### config.mk
export PLATFORM = sky130hd
export DESIGN_NAME = mflash_read_engine
export DESIGN_NICKNAME = d
export VERILOG_FILES = /design/src/rtl/mflash_pkg.sv /design/src/rtl/mflash_cfg.sv /design/src/rtl/mflash_shift.sv /design/src/rtl/mflash_read_engine.sv
export SDC_FILE = /design/constraint.sdc
export NUM_CORES = 1
export LEC_CHECK = 0
export ABC_AREA = 1
export ABC_CLOCK_PERIOD_IN_PS = 2700
export BUFFER_PORTS_ARGS = -buffer_cell sky130_fd_sc_hd__buf_2
export CAP_MARGIN = 20
export CORE_MARGIN = 4
export CORE_UTILIZATION = 35
export DETAILED_ROUTE_END_ITERATION = 7
export HOLD_SLACK_MARGIN = 0.08
export PLACE_DENSITY = 0.61
export SYNTH_ARGS = -nofsm -noshare
export SYNTH_HDL_FRONTEND = slang
export SYNTH_HIERARCHICAL = 1
export SYNTH_SLANG_ARGS = --single-unit
export TNS_END_PERCENT = 30
### constraint.sdc
create_clock -name clk -period 2.7 [get_ports clk]
set_input_delay 0.135 -clock clk [delete_from_list [all_inputs] [get_ports clk]]
set_output_delay 0.135 -clock clk [all_outputs]
set_load 0.02 [all_outputs]
### src/rtl/mflash_pkg.sv
package mflash_pkg;
  // Field positions in the memory command word (decoded by the config stage).
  localparam int OPC_LSB   = 24;
  localparam int FRM_LSB   = 21;
  localparam int LANE_LSB  = 19;
  localparam int DUMMY_LSB = 16;
  localparam int FRM_MIN   = 2;
  localparam int FRM_MAX   = 5;

  typedef enum logic [1:0] {ST_IDLE, ST_LOAD, ST_RUN, ST_FIN} fsm_t;

  typedef struct packed {
    logic [7:0] opcode;
    logic [2:0] abytes;
    logic [2:0] dummy;
    logic       quad;
  } mcfg_t;
endpackage

### src/rtl/mflash_cfg.sv
module mflash_cfg
  import mflash_pkg::*;
(
  input  logic        clk,
  input  logic        rst,
  input  logic        cfg_wr,
  input  logic [31:0] cfg_word,
  input  logic        rst_req,
  input  logic        cmd_wr,
  output logic        init,
  output mcfg_t       cfg,
  output logic        cmd_accept
);
  logic [2:0] frame;
  logic       frame_ok;

  assign frame    = cfg_word[FRM_LSB +: 3];
  assign frame_ok = (frame >= 3'(FRM_MIN)) && (frame <= 3'(FRM_MAX));

  always_ff @(posedge clk) begin
    if (rst) begin
      init       <= 1'b0;
      cfg        <= '0;
      cmd_accept <= 1'b0;
    end else begin
      cmd_accept <= cmd_wr & ~init;
      if (rst_req) begin
        init <= 1'b0;
      end else if (cfg_wr && !init && frame_ok) begin
        init       <= 1'b1;
        cfg.opcode <= cfg_word[OPC_LSB +: 8];
        cfg.abytes <= frame - 3'd1;
        cfg.dummy  <= cfg_word[DUMMY_LSB +: 3];
        cfg.quad   <= (cfg_word[LANE_LSB +: 2] == 2'd1);
      end
    end
  end


  bad_frame_chk: assert property (@(posedge clk) disable iff (rst)
    (cfg_wr && !init && !frame_ok) |=> !init);

  cmd_block_chk: assert property (@(posedge clk) disable iff (rst)
    $past(init) |-> !cmd_accept);

  cfg_hold_chk: assert property (@(posedge clk) disable iff (rst)
    (init && $past(init)) |-> $stable(cfg));
endmodule

### src/rtl/mflash_shift.sv
module mflash_shift #(
  parameter int BYTE_W = 8
) (
  input  logic              clk,
  input  logic              rst,
  input  logic              abort,
  input  logic              start,
  input  logic              tx_en,
  input  logic              quad,
  input  logic [BYTE_W-1:0] tx_byte,
  input  logic [3:0]        io_in,
  output logic              sck,
  output logic              done,
  output logic [BYTE_W-1:0] rx_byte,
  output logic              io_do,
  output logic              io_de
);
  localparam int CW = $clog2(BYTE_W + 1);

  logic              active, half;
  logic [CW-1:0]     beats;
  logic [BYTE_W-1:0] sh;

  always_ff @(posedge clk) begin
    if (rst) rx_byte <= '0;
    else if (active && !half)
      rx_byte <= quad ? {rx_byte[BYTE_W-5:0], io_in} : {rx_byte[BYTE_W-2:0], io_in[1]};
  end

  always_ff @(posedge clk) begin
    if (rst || abort) begin
      active <= 1'b0;
      half   <= 1'b0;
      beats  <= '0;
      sh     <= '0;
      sck    <= 1'b0;
      done   <= 1'b0;
      io_do  <= 1'b0;
      io_de  <= 1'b0;
    end else begin
      done <= 1'b0;
      if (start) begin
        active <= 1'b1;
        half   <= 1'b0;
        beats  <= quad ? CW'(BYTE_W / 4) : CW'(BYTE_W);
        sh     <= tx_byte;
        io_do  <= tx_byte[BYTE_W-1];
        io_de  <= tx_en;
        sck    <= 1'b0;
      end else if (active) begin
        if (!half) begin
          sck  <= 1'b1;
          half <= 1'b1;
        end else begin
          sck  <= 1'b0;
          half <= 1'b0;
          if (beats == CW'(1)) begin
            active <= 1'b0;
            done   <= 1'b1;
            io_de  <= 1'b0;
            io_do  <= 1'b0;
          end else begin
            beats <= beats - CW'(1);
            sh    <= sh << 1;
            io_do <= sh[BYTE_W-2];
          end
        end
      end
    end
  end
endmodule

### src/rtl/mflash_read_engine.sv
module mflash_read_engine
  import mflash_pkg::*;
#(
  parameter int AW = 24
) (
  input  logic          clk,
  input  logic          rst,
  input  logic          cfg_wr,
  input  logic [31:0]   cfg_word,
  input  logic          rst_req,
  input  logic          cmd_wr,
  output logic          cmd_accept,
  output logic          stat_init,
  input  logic          bus_req,
  input  logic [AW-1:0] bus_addr,
  output logic          bus_ready,
  output logic [31:0]   bus_rdata,
  output logic          spi_cs_n,
  output logic          spi_sck,
  output logic [3:0]    spi_io_out,
  output logic [3:0]    spi_io_oe,
  input  logic [3:0]    spi_io_in
);
  localparam int KW = 5;

  mcfg_t         cfg;
  fsm_t          state;
  logic [KW-1:0] k_q, ab_k, d_first, k_last, sh_idx;
  logic [31:0]   addr_q, addr_sh;
  logic          in_data, tx_en, quad_now, start;
  logic [7:0]    tx_byte, rx_byte;
  logic          sh_sck, sh_done, sh_do, sh_de;

  mflash_cfg u_cfg (
    .clk, .rst, .cfg_wr, .cfg_word, .rst_req, .cmd_wr,
    .init(stat_init), .cfg, .cmd_accept
  );

  assign ab_k     = KW'(cfg.abytes);
  assign d_first  = KW'(1) + ab_k + KW'(cfg.dummy);
  assign k_last   = d_first + KW'(3);
  assign in_data  = (k_q >= d_first);
  assign tx_en    = (k_q <= ab_k);
  assign quad_now = cfg.quad && in_data;
  assign start    = (state == ST_LOAD);
  assign sh_idx   = ab_k - k_q;
  assign addr_sh  = addr_q >> {sh_idx, 3'b000};

  always_comb begin
    if (k_q == '0)  tx_byte = cfg.opcode;
    else if (tx_en) tx_byte = addr_sh[7:0];
    else            tx_byte = 8'h00;
  end

  mflash_shift #(.BYTE_W(8)) u_shift (
    .clk, .rst, .abort(rst_req), .start, .tx_en, .quad(quad_now),
    .tx_byte, .io_in(spi_io_in), .sck(sh_sck), .done(sh_done),
    .rx_byte, .io_do(sh_do), .io_de(sh_de)
  );

  assign spi_sck    = sh_sck;
  assign spi_io_out = {3'b000, sh_do};
  assign spi_io_oe  = {3'b000, sh_de};

  always_ff @(posedge clk) begin
    if (rst) bus_rdata <= '0;
    else if (!rst_req && state == ST_RUN && sh_done && in_data)
      bus_rdata <= {rx_byte, bus_rdata[31:8]};
  end

  always_ff @(posedge clk) begin
    if (rst || rst_req) begin
      state     <= ST_IDLE;
      spi_cs_n  <= 1'b1;
      bus_ready <= 1'b0;
      k_q       <= '0;
      if (rst) addr_q <= '0;
    end else begin
      case (state)
        ST_IDLE: begin
          bus_ready <= 1'b0;
          if (stat_init && bus_req) begin
            addr_q   <= 32'(bus_addr);
            k_q      <= '0;
            spi_cs_n <= 1'b0;
            state    <= ST_LOAD;
          end
        end
        ST_LOAD: state <= ST_RUN;
        ST_RUN: if (sh_done) begin
          if (k_q == k_last) begin
            spi_cs_n  <= 1'b1;
            bus_ready <= 1'b1;
            state     <= ST_FIN;
          end else begin
            k_q   <= k_q + KW'(1);
            state <= ST_LOAD;
          end
        end
        default: begin
          bus_ready <= 1'b0;
          state     <= ST_IDLE;
        end
      endcase
    end
  end


  idle_pins_chk: assert property (@(posedge clk) disable iff (rst)
    spi_cs_n |-> (!spi_sck && spi_io_oe == 4'b0000));

  no_init_cs_chk: assert property (@(posedge clk) disable iff (rst)
    !stat_init |-> spi_cs_n);

  ready_pulse_chk: assert property (@(posedge clk) disable iff (rst)
    bus_ready |=> !bus_ready);

  ready_cs_chk: assert property (@(posedge clk) disable iff (rst)
    $rose(bus_ready) |-> $rose(spi_cs_n));
endmodule

Word level (Yosys, flattened, before mapping). Cells that the tools add are included.

Bitwise gates (word level): 6. Shifts and indexed selects: 1. $lt $le $gt $ge: 4. Eq/ne operators: 11. $add $sub $neg: 7. Reduce and logical (&&, ||, !) cells: 33. Mux-type cells: 43.

Operators by type and width (number): $mux W32 (4); $shr A32 B8 Y8 (1); $mux W7 (4); $mux W8 (3); $mux W4 (5); $mux W1 (17); $mux W5 (3); $reduce_and A3 Y1 (4); $reduce_bool A2 Y1 (6); $pmux W5 S2 (1); $logic_and A1 B1 Y1 (9); $ne A2 B2 Y1 const B (4); $reduce_and A4 Y1 (2); $mux W2 (3); $pmux W2 S3 (1); $reduce_and A2 Y1 (3); $add A4 B3 Y5 (1); $add A5 B1 Y5 const B (1); $add A5 B2 Y5 const B (1); $eq A5 B5 Y1 (1); $ge A5 B5 Y1 (1); $le A5 B3 Y1 (1); $logic_not A5 Y1 (1); $not A1 Y1 (5); 17 further kinds (23).

Input port bits: 66. Logic and storage cells: 125. Output and inout bits: 45. Flip-flop bits (word level): 114.

Depth between registers and ports, before layout.
Depth after elaboration: 7. Mapped depth: 16. Depth with buffers taken out: 15.

Cells and area by module. The synthesis kept the hierarchy.

Modules (own cells, without submodules): mflash_read_engine (cells each 434, area each 3370.7 um2, sequential area each 1541.5 um2, instances 1); mflash_shift (cells each 160, area each 1123.6 um2, sequential area each 480.5 um2, instances 1); mflash_cfg (cells each 118, area each 830.8 um2, sequential area each 340.3 um2, instances 1).

Worst setup path before layout. No wires, ideal clock.

Kind: reg-to-reg. From: register u_cfg.init. To: register addr_q[0], enable pin. Path buffers: 0. Data required time: 2262 ps. Data arrival time: 2508 ps. Stages on the path, launching flop included: 3. Clock period less this slack: 2947 ps. Setup slack: -247 ps. Setup time: 438 ps. Cell sequence: dfxtp_1 nand3_1 o21ai_0.

Longest elaborated chain between the ends: 3.

Ends and longest elaborated chain: from (decl) (line mflash_cfg.sv:10) `output logic init,`; from (signal assigned) (line mflash_cfg.sv:22) `init <= 1'b0;`; from (signal assigned) (line mflash_cfg.sv:28) `init <= 1'b0;`; from (signal assigned) (line mflash_cfg.sv:30) `init <= 1'b1;`; $logic_and A1 B1 Y1 (line mflash_read_engine.sv:82) `if (stat_init && bus_req) begin`; $reduce_bool A2 Y1 (no line); $reduce_and A3 Y1 (no line); to (signal assigned) (line mflash_read_engine.sv:83) `addr_q <= 32'(bus_addr);`; to (decl) (line mflash_read_engine.sv:29) `logic [31:0] addr_q, addr_sh;`.

Every way passes these cells. A chain may end at the register's enable or synchronous reset.

Worst setup path in the final report.
From: register, netlist name u_cfg/cfg[4]. To: register bus_rdata[1].

Longest elaborated chain between the ends: 4.

Ends and longest elaborated chain: $add A1 B3 Y4 (line mflash_read_engine.sv:40) `assign d_first = KW'(1) + ab_k + KW'(cfg.dummy);`; $add A4 B3 Y5 (line mflash_read_engine.sv:40); $ge A5 B5 Y1 (line mflash_read_engine.sv:42) `assign in_data = (k_q >= d_first);`; $logic_and A1 B1 Y1 (line mflash_read_engine.sv:67) `else if (!rst_req && state == ST_RUN && sh_done && in_data)`; to (signal assigned) (line mflash_read_engine.sv:68) `bus_rdata <= {rx_byte, bus_rdata[31:8]};`; to (decl) (line mflash_read_engine.sv:17) `output logic [31:0] bus_rdata,`.

Every way passes these cells.

==> run_results.csv <==
group,metric,value,unit
outcome,outcome,"complete, no violations",
die,die_area,17300,µm²
worst_hold_path,hold_path.class,"input pin to register",
cts,cts_buffers,9,
power_and_ir_drop,swShare,26.3,%
yosys,yosysTopAreaCell,"dfxtp_1",
yosys,synth-seq-cells,106,
layout,final_util,43.7,%
setup_path,crit_fanout,32,
flow_run,max_cap_violations,0,
route,drt_pass1_iterations,4,
timing,timing.hold.ws,84.7,ps
cts,clk_latency,350,ps
yosys,syn_inst,712,
setup_path,critical_path.startpoint,"u_cfg/cfg[4]",
die,fp-row-count,44,
place,hpwlAfterDp,8.55,mm
yosys,ys_top_cells_by_area,"dfxtp_1 31%, edfxtp_1 14%, nor2_1 11%",
grt,grt.total_usage,13.8,%
die,io_pins,111,
grt,antenna_found_initial,0,
yosys,synth-seq-area-share,44.4,%
power_and_ir_drop,peakVddDrop,0.328,mV
route,drc,0,
power_and_ir_drop,power_leakage,2.90,nW
die,initial_core_util,36.2,%
timing,max_freq,0.404,GHz
cts,cts_htree_levels,3,
setup_path,path_class,"register to register",
yosys,yosysWarnings,6,
layout,final_cells,1001,
setup_path,worstPathArrival,2760,ps
yosys,synthArstFlopShare,0,%
timing,rsz0062_at_grt,"no",
yosys,synth_edf_count,24,
route,drt_iter0_markers,236,
setup_path,cp.required,2990,ps
yosys,syn_area_per_cell,7.48,µm²
setup_path,end_kind,"register",
die,die-height,131,µm
grt,grt_overflow,0,
power_and_ir_drop,internal_power,2.47,mW
timing,finalSetupTns,0,ps
yosys,synth_top_area_share,30.8,%
route,routed_wl,11.8,mm
yosys,synthFlopType,"dfxtp_1",
cts,cts_setup_buffers,0,
worst_hold_path,min_from,"bus_addr[13]",
setup_path,slowest_delay,490,ps
place,gp_congestion,0.810,
yosys,synthDistinctLibCells,40,
power_and_ir_drop,power.net_switching,880,µW
timing,finalSetupViolCount,0,
timing,clock_skew,7.35,ps
grt,grt_pass1_wl,20.1,mm
cts,root_buffer,"clkbuf_16",
setup_path,cp_top_family,"adder cells",
cts,cts_tree,"yes",
setup_path,path_buf_inv,2,
power_and_ir_drop,p_comb_share,12.1,%
die,core,14700,µm²
layout,area_growth,20.5,%
die,die_width,131,µm
place,io_buffer_count,88,
setup_path,r2r_start,"u_cfg/cfg[4]",
route,vias_per_cell,4.55,
timing,final_max_slew_viol_count,0,
route,vias,4550,
power_and_ir_drop,finalPower,3.35,mW
yosys,yosysMostFrequentCell,"nor2_1",
route,wl_per_cell,11.8,µm
power_and_ir_drop,powerDensity,522,nW/µm²
grt,grt_pass1_vias,4108,
power_and_ir_drop,power_frac_clock,37.7,%
timing,hold_viol_final,0,
power_and_ir_drop,pwr-share-seq,50.1,%
cts,clock-sinks,106,
grt,grt_max_degree,33,
timing,min_period_over_period,91.6,%
place,place_inst,964,
cts,cts_buffer_depth,2,
timing,period_needed,2470,ps
setup_path,cp-start-kind,"register",
layout,drive_gt1_share,19.0,%
cts,path_clk_slew,80,ps
layout,nNetsFinal,896,
timing,max_slew_margin,49.7,%
yosys,syn_area,5330,µm²
timing,worstMarginPinSlew,754,ps
layout,insertedDiodeCount,0,
setup_path,crit_path_cell_trace,"inv_1, ha_1, fa_1, ha_1, o21a_1, o21a_1, o21ai_2, nand2_1, nand2_2, buf_12, o21ai_0, nor2_1",
setup_path,critPathSlowestCell,"fa_1",
route,ant_nets,0,
yosys,synth_commonest_cells,"159 x nor2_1, 99 x nand2_1, 87 x inv_1",
## layer usage
| layer | track usage (%) | wire length (µm) | vias up |
|---|---|---|---|
| met1 | 19.2 | 5830 | 1981 |
| met4 | 2.80 | 86 | 0 |
| met5 | 0 | 0 | - |
| li1 | - | - | 2460 |
| met2 | 21.4 | 5300 | 101 |
| met3 | 4.24 | 599 | 8 |
## layout make-up
type	instances	area, µm²
Clock inverter	7	61.3
Sequential cell	106	2360
Multi-Input combinational cell	476	2420
Timing Repair Buffer	120	746
Tap cell	184	230
Inverter	99	377
Fill cell	1552	8280
Clock buffer	9	225
## final timing paths
path	to	slack, ps	cells after the start
setup / recovery	bus_rdata[1]	230	12
hold / removal	addr_q[13]	80	3
setup reg to reg	bus_rdata[1]	230	12
hold reg to reg	u_shift/io_do	470	2
## cell families after synthesis
family	Yosys count	synth area share, %
and+or+nand+nor	339	28.2
AOI/OAI and AO/OA	107	11.0
DFF	106	44.4
other	1	0.0704
xor gates and xnor gates	6	0.987
buffers and inverters	135	10.8
adders and majority gates	18	4.51
## state kept, by name, indices dropped and copies added (netlist names), 2 cells and up
signal	flops
u_shift/sh	7
u_cfg/cfg	15
k_q	5
state	2
bus_rdata	32
addr_q	24
u_shift/beats	4
u_shift/rx_byte	8
## power groups by stage
stage | Combinational, mW | Clock [mW] | Sequential [mW]
floorplan | 0.285 | 0 | 1.71
global placement | 0.378 | 0 | 1.72
detailed placement | 0.383 | 0 | 1.72
CTS | 0.408 | 1.30 | 1.68
global route | 0.467 | 1.37 | 1.68
finish | 0.407 | 1.26 | 1.68
## per-stage QoR
step	instance area (µm²)	worst slack (ps)
CTS	6410	68.4
detailed placement	5910	83.1
global placement	5910	102
finish	6420	227
global route	6420	1.21
floorplan	5340	267
## what timing repair did
action	4_1_cts	5_1_grt
hold buffers	21	0
setup endpoints to repair	0	41
hold endpoints to repair	20	0
resized for setup	0	6
## layout by cell type, fill, tap and decap left out, types with 3 or more instances in the layout
cell,n
o31ai_1,8
inv_2,10
inv_1,87
o22ai_1,8
clkbuf_16,9
dfxtp_1,82
nand4_2,3
o21ai_0,43
ha_1,16
edfxtp_1,24
nand4_1,18
nand2_2,11
dlygate4sd3_1,21
buf_4,10
xor2_1,5
nor2_1,159
nand2_1,98
buf_2,88
conb_1,6
nand3_1,36
a21oi_1,39
nor2_4,4
## worst reg2reg max path, cell delays in order, from the launching register on
cell     delay (ps)
dfxtp_1         330
inv_1            60
ha_1            210
fa_1            490
ha_1            290
o21a_1          100
o21a_1          170
o21ai_2         150
nand2_1          80
nand2_2         130
buf_12          180
o21ai_0         100
nor2_1          120
Power figures use the tool's default switching activity.
